File: src/rtl/ptr_gen_pkg.sv
package ptr_gen_pkg;
  localparam int unsigned ADDR_W = 9;
  localparam int unsigned LEN_W  = 8;

  typedef enum logic {
    STEP_UP   = 1'b0,
    STEP_DOWN = 1'b1
  } step_dir_e;
endpackage

File: src/rtl/mod_mask_gen.sv
module mod_mask_gen #(
  parameter int unsigned LW = 8
) (
  input  logic [LW-1:0] len_m1_i,
  output logic [LW-1:0] lim_o,
  output logic [LW-1:0] mask_o
);
  logic [LW-1:0] lim;

  // length 1 is not a buffer; promote to 2
  assign lim   = (len_m1_i == '0) ? LW'(1) : len_m1_i;
  assign lim_o = lim;

  // smear: window mask = next pow2 >= length, minus one
  for (genvar i = 0; i < LW; i++) begin : g_smear
    assign mask_o[i] = |lim[LW-1:i];
  end
endmodule

File: src/rtl/ptr_step_unit.sv
module ptr_step_unit
  import ptr_gen_pkg::*;
#(
  parameter int unsigned AW = 9,
  parameter int unsigned LW = 8
) (
  input  logic [AW-1:0] ptr_i,
  input  step_dir_e     dir_i,
  input  logic          mod_en_i,
  input  logic [LW-1:0] lim_i,
  input  logic [LW-1:0] mask_i,
  output logic [AW-1:0] nxt_o
);
  logic [AW-1:0] mask_w, lim_w, off, base, up, dn;

  assign mask_w = AW'(mask_i);
  assign lim_w  = AW'(lim_i);
  assign off    = ptr_i & mask_w;
  assign base   = ptr_i & ~mask_w;
  assign up     = ptr_i + AW'(1);
  assign dn     = ptr_i - AW'(1);

  always_comb begin
    if (!mod_en_i) begin
      nxt_o = (dir_i == STEP_DOWN) ? dn : up;
    end else if (dir_i == STEP_UP) begin
      nxt_o = (off >= lim_w) ? base : up;
    end else begin
      // base is aligned and lim <= mask, so OR is the add
      nxt_o = (off == '0 || off > lim_w) ? (base | lim_w) : dn;
    end
  end
endmodule

File: src/rtl/modulo_ptr_gen.sv
module modulo_ptr_gen
  import ptr_gen_pkg::*;
#(
  parameter int unsigned AW = ADDR_W,
  parameter int unsigned LW = LEN_W
) (
  input  logic          clk_i,
  input  logic          rst_ni,
  input  logic          load_i,
  input  logic [AW-1:0] load_val_i,
  input  logic          step_i,
  input  logic          dir_dec_i,
  input  logic          mod_en_i,
  input  logic [LW-1:0] len_m1_i,
  output logic [AW-1:0] addr_o
);
  logic [LW-1:0] lim, mask;
  logic [AW-1:0] ptr_q, ptr_nxt;
  step_dir_e     dir;

  assign dir = step_dir_e'(dir_dec_i);

  mod_mask_gen #(.LW(LW)) u_mask (
    .len_m1_i (len_m1_i),
    .lim_o    (lim),
    .mask_o   (mask)
  );

  ptr_step_unit #(.AW(AW), .LW(LW)) u_step (
    .ptr_i    (ptr_q),
    .dir_i    (dir),
    .mod_en_i (mod_en_i),
    .lim_i    (lim),
    .mask_i   (mask),
    .nxt_o    (ptr_nxt)
  );

  always_ff @(posedge clk_i or negedge rst_ni) begin
    if (!rst_ni)     ptr_q <= '0;
    else if (load_i) ptr_q <= load_val_i;
    else if (step_i) ptr_q <= ptr_nxt;
  end

  assign addr_o = ptr_q;
endmodule

File: config.mk
export PLATFORM = sky130hd
export DESIGN_NAME = modulo_ptr_gen
export DESIGN_NICKNAME = d
export VERILOG_FILES = /design/src/rtl/ptr_gen_pkg.sv /design/src/rtl/mod_mask_gen.sv /design/src/rtl/ptr_step_unit.sv /design/src/rtl/modulo_ptr_gen.sv
export SDC_FILE = /design/constraint.sdc
export NUM_CORES = 1
export LEC_CHECK = 0
export ABC_AREA = 0
export BUFFER_PORTS_ARGS = -buffer_cell sky130_fd_sc_hd__buf_2
export CAP_MARGIN = 5
export CORE_ASPECT_RATIO = 0.6
export CORE_UTILIZATION = 40
export DETAILED_ROUTE_END_ITERATION = 16
export PLACE_DENSITY_LB_ADDON = 0.3
export SKIP_CTS_REPAIR_TIMING = 1
export SLEW_MARGIN = 40
export SYNTH_ARGS = -nofsm -noshare
export SYNTH_HDL_FRONTEND = slang
export SYNTH_SLANG_ARGS = --single-unit
File: constraint.sdc
create_clock -name clk_i -period 5.66 [get_ports clk_i]
set_input_delay 0.566 -clock clk_i [delete_from_list [all_inputs] [get_ports clk_i]]
set_output_delay 0.566 -clock clk_i [all_outputs]
set_load 0.01 [all_outputs]
# == Word level (Yosys, flattened, before mapping) ==
# Cells that the tools add are included.
# totals
ff_bits,9
elab_cells,28
latch_bits,0
rom_bits,0
mem_bits_rw,0
mem_count,0
output_inout_bits,9
# op_classes
reduce_logical,11
shifts,0
n_lt_le_gt_ge,2
n_div,0
bitwise_logic,4
n_eq_ne,0
muxes,8
multipliers,0
addsub,2
# op_table
cell,count
9-bit 2-to-1 mux,7
"9-bit by 1-bit adder with 9-bit output, second input constant",1
9-bit by 8-bit bitwise AND with 9-bit output,1
9-bit bitwise AND,1
9-bit by 8-bit greater-or-equal comparator with 1-bit output,1
9-bit by 8-bit greater-than comparator with 1-bit output,1
9-bit zero test,1
8-bit NOT with 9-bit output,1
9-bit by 8-bit bitwise OR with 9-bit output,1
"9-bit by 1-bit subtractor with 9-bit output, second input constant",1
8-bit zero test,1
8-bit 2-to-1 mux,1
8-bit OR reduction,1
7-bit OR reduction,1
6-bit OR reduction,1
5-bit OR reduction,1
4-bit OR reduction,1
3-bit OR reduction,1
2-bit nonzero test,1
2-bit OR reduction,1
1-bit logical OR,1

# == Depth between registers and ports, before layout ==
# depth
depth_word,11
mapped_depth,13

# == Cells and area by module ==
# Synthesis repeated with hierarchy kept, for this count alone.
# unflattened
cells_unflattened,215
area_unflattened_um2,1574.0
# by_module_without_submodules
module,seq_area_each_um2,instances,cells_per_inst,area_per_inst_um2
ptr_step_unit,0.0,1,158,1034.7
modulo_ptr_gen,225.2,1,39,431.7
mod_mask_gen,0.0,1,18,107.6

# == Least setup slack after synthesis ==
# No wires, ideal clock.
# synth_timing
path_kind,input -> register
start,input port len_m1_i[5]
end,"register ptr_q[4], in the netlist addr_o[4]"
required_ns,5.540
cell_stages,11
arrival_ns,3.345
path_buffers,1
path_slack_ns,2.195
path_cell_list,or3_4 or4_1 clkbuf_2 o21a_1 ha_1 nand4_1 or3_1 o211ai_1 o31ai_4 a2111o_1 a41o_1
# synth_between
elab_chain_len,11
word_cells_on_any_way,23
cone_classes,order compare: 2; mux: 7; bitwise: 4; reduce/logical: 10
# synth_rtl
element,line_no,text
start: declaration,modulo_ptr_gen.sv:14,"input logic [LW-1:0] len_m1_i,"
8-bit zero test,mod_mask_gen.sv:11,assign lim = (len_m1_i == '0) ? LW'(1) : len_m1_i;
8-bit 2-to-1 mux *,mod_mask_gen.sv:11,
"8-bit OR reduction, or another cell as far along",mod_mask_gen.sv:16,assign mask_o[i] = |lim[LW-1:i];
9-bit by 8-bit bitwise AND with 9-bit output / 8-bit NOT with 9-bit output (equally long branches),"ptr_step_unit.sv:18, ptr_step_unit.sv:19",
"9-bit by 8-bit greater-than comparator with 1-bit output, or another cell as far along",ptr_step_unit.sv:30,nxt_o = (off == '0 || off > lim_w) ? (base | lim_w) : dn;
1-bit logical OR / 9-bit by 8-bit bitwise OR with 9-bit output (equally long branches),ptr_step_unit.sv:30,
9-bit 2-to-1 mux,ptr_step_unit.sv:30,
9-bit 2-to-1 mux *,ptr_step_unit.sv:26,end else if (dir_i == STEP_UP) begin
9-bit 2-to-1 mux *,ptr_step_unit.sv:24,if (!mod_en_i) begin
9-bit 2-to-1 mux *,modulo_ptr_gen.sv:41,else if (step_i) ptr_q <= ptr_nxt;
9-bit 2-to-1 mux *,modulo_ptr_gen.sv:40,else if (load_i) ptr_q <= load_val_i;
end signal: assignment,modulo_ptr_gen.sv:40,
end signal: assignment,modulo_ptr_gen.sv:41,
end: declaration,modulo_ptr_gen.sv:18,"logic [AW-1:0] ptr_q, ptr_nxt;"
# Every way passes the cells marked *; elsewhere a longest branch is shown, timed or not. The select of a mux whose other input is x is not followed.
# A chain may end at the register's enable or synchronous reset.

# == Final worst setup path ==
# layout_timing
start,input port len_m1_i[7]
end,"register ptr_q[6], in the netlist addr_o[6]"
# Same word-level chain as after synthesis.

==> flow_summary.json <==
{
  "status": "finished clean",
  "p_clk_share_pct": 21.3,
  "dp.cells": 290,
  "slowest_stage": "or4_1",
  "area_delta_synth_final_pct": 12.24,
  "drive_gt1_share_pct": 17.41,
  "io_pins": 32,
  "routabilityCongestion": 0.8755,
  "worst_setup_hold_path_clk_slew_ns": 0.06,
  "final_util_pct": 47.46,
  "port_buffers": 31,
  "use_met2_pct": 32.10,
  "synth_top_family_by_area": "compound AO/OA/AOI/OAI gates",
  "synth_area_leader_cell": "dfrtp_1",
  "largest_reg_flops": 9,
  "worst_pin_slew_ns": 0.7907,
  "fp.dieH_um": 50.59,
  "grt_pass1_vias": 1472,
  "critPathRequiredTime_ns": 5.74,
  "wl_per_cell_um": 16.44,
  "die_area_mm2": 0.004198,
  "final_cell_mix": "buf_2 (31), a21oi_1 (24), nor2_1 (23)",
  "ys.flop_type": "dfrtp_1",
  "drtIter0Drc": 186,
  "fin_worst_skew_ns": 0.01158,
  "crit_chain": "buf_2 > or3_4 > or4_1 > o21a_1 > ha_1 > nand4_1 > or3_1 > o211ai_1 > o31ai_4 > a2111o_1 > nand3_1 > a41oi_1",
  "sw_frac_of_total_pct": 46.36,
  "max_freq_mhz": 264.9,
  "syn-cell-area_mm2": 0.001574,
  "startpoint_type": "primary input",
  "crit_path_max_incr_delay_ns": 0.56,
  "grt_overflow": 0,
  "grt_first_pass_wirelength_um": 7707,
  "core_area_mm2": 0.003722,
  "die_w_um": 82.99,
  "min_period_over_period_pct": 66.69,
  "p_leak_nw": 0.7500,
  "diodes": 0,
  "clk_latency_ns": 0.25,
  "synth-seq-cells": 9,
  "cts_tree": "yes",
  "start_util_pct": 42.29,
  "seqPwrFrac_pct": 27.6,
  "nets": 280,
  "slew_headroom_pct": 47.29,
  "ant_nets": 0,
  "p_switching_w": 0.0001773,
  "via_count": 1825,
  "syn_avg_cell_area_um2": 6.934,
  "met1_usage_pct": 34.52,
  "ys_async_sr_fraction_pct": 100.0,
  "final_common_cell": "buf_2",
  "clock_path_buffers": 2,
  "synth-simple-area-share_pct": 27.50,
  "hold_class": "in -> async",
  "intPower_w": 0.0002051,
  "postPlaceCellArea_mm2": 0.001722,
  "synth_xor_area_share_pct": 3.895,
  "rows": 17,
  "cts.sinks": 9,
  "rsz0062_at_grt": "no",
  "yosys_warnings": 0,
  "numCtsBuffers": 3,
  "syn-num-nets": 259,
  "hold_violations": 0,
  "grt_use_met3_pct": 8.553,
  "path_max_fanout": 16,
  "synth_top_area_share_pct": 14.31,
  "drc": 0,
  "wirelength_um": 4833,
  "synth_fa_ha_area_share_pct": 7.154,
  "root_buffer": "clkbuf_8",
  "synth_seq_area_share_pct": 14.31,
  "grt_usage_pct": 23.31,
  "maxSlewViolCount": 0,
  "min_period_ns": 3.775,
  "viasPerCell": 6.207,
  "instances_no_fill": 294,
  "antenna_found_initial": 0,
  "maxCapViolCount": 0,
  "grt.busiest_layer": "met1",
  "setup_viol": 0,
  "combPwrFrac_pct": 51.1,
  "vdd_drop_max_mv": 0.1075,
  "synth.area.mux_share_pct": 8.426,
  "htree_levels": 1,
  "post-dp-hpwl_um": 3623,
  "design_area_mm2": 0.001767,
  "yosys-top-cells-area": "dfrtp_1 (14%), a21oi_1 (7.6%), ha_1 (7.2%)",
  "grt_max_degree": 26,
  "syn_inst": 227,
  "tns_ns": 0,
  "synth-compound-area-share_pct": 30.68,
  "powerDensity_mw_per_mm2": 216.5,
  "cp-end-kind": "register",
  "drt_pass1_iterations": 4,
  "synth_edf_count": 0,
  "path_class": "in -> reg",
  "ys_types": 57,
  "crit_arrival_ns": 3.85
}
[worst max-delay path, delay by kind of cell]
family | cells | cell delay, ns
simple gates | 5 | 1.54
buf+inv | 1 | 0.14
compound gates | 5 | 1.30
fa+ha+maj | 1 | 0.30
[final cells by class]
type / count / area [um2]
multi-input combinational: 187 / 1222
timing repair buffer: 31 / 155.1
fill: 383 / 1956
clock buffer: 4 / 45.04
inverter: 16 / 60.06
tap: 47 / 58.81
sequential: 9 / 225.2
[cell usage after synthesis (2+ instances only)]
library cell  count
clkbuf_1         12
o21a_1            2
a21oi_1          24
or3_1             3
nor2b_1           3
dfrtp_1           9
nor4_1            4
xnor2_1           5
nand2_1          20
inv_1            15
a221oi_1          3
nor3b_1           2
o211ai_1          3
a2111o_1          3
nand3_1           7
and2_2            2
o21ai_0          14
nand4_1           2
a31oi_1           2
nor2_1           23
a2111oi_0         3
a211oi_1          2
xor2_1            2
mux2i_1          11
nor3_1           10
nand2b_1          2
ha_1              9
[power groups by stage]
stage / logic (W) / registers, W / clock network [W]
floorplan: 0.000153 / 0.0000917 / 0
global placement: 0.000191 / 0.000105 / 0
detailed placement: 0.000191 / 0.000106 / 0
CTS: 0.000192 / 0.000104 / 0.0000818
global route: 0.000215 / 0.000109 / 0.0000847
finish: 0.000195 / 0.000106 / 0.0000816
[per-stage QoR]
| step | hold WS (ns) | setup WS (ns) | power [W] |
|---|---|---|---|
| 2_1_floorplan | 0.2704 | 2.195 | 0.0002447 |
| 3_3_place_gp | 0.4517 | 1.709 | 0.0002959 |
| 3_5_place_dp | 0.4478 | 1.711 | 0.0002964 |
| 4_1_cts | 0.1923 | 1.937 | 0.0003782 |
| 5_1_grt | 0.1995 | 1.742 | 0.0004080 |
| 6_report | 0.1887 | 1.885 | 0.0003824 |
[kinds of logic after synthesis]
logic type / after synthesis
AOI/OAI and AO/OA: 71
xor gates and xnor gates: 7
adders and majority gates: 9
buffers and inverters: 31
DFF: 9
muxes: 13
and+or+nand+nor: 87
[metal layers]
metal	share of wire [%]	wire, um	up-vias
li1	-	-	878
met1	48	2322	843
met2	40	1927	102
met3	12	573	2
met4	0.21	10	0
met5	0	0	-
[path summary, 6_finish.rpt]
check	startpoint	to	slack (ns)	cells after the start
worst max register to register	addr_o[2]$_DFFE_PN0P_	addr_o[6]$_DFFE_PN0P_	2.71	9
worst max-delay path	len_m1_i[7]	addr_o[6]$_DFFE_PN0P_	1.89	12
max in group asynchronous	rst_ni	addr_o[0]$_DFFE_PN0P_	5.24	1
worst min register to register	addr_o[6]$_DFFE_PN0P_	addr_o[6]$_DFFE_PN0P_	0.79	2
min in group clk_i	load_val_i[8]	addr_o[8]$_DFFE_PN0P_	0.57	3
worst min-delay path	rst_ni	addr_o[8]$_DFFE_PN0P_	0.19	1
Note: power is estimated with default switching activity, not from simulation.
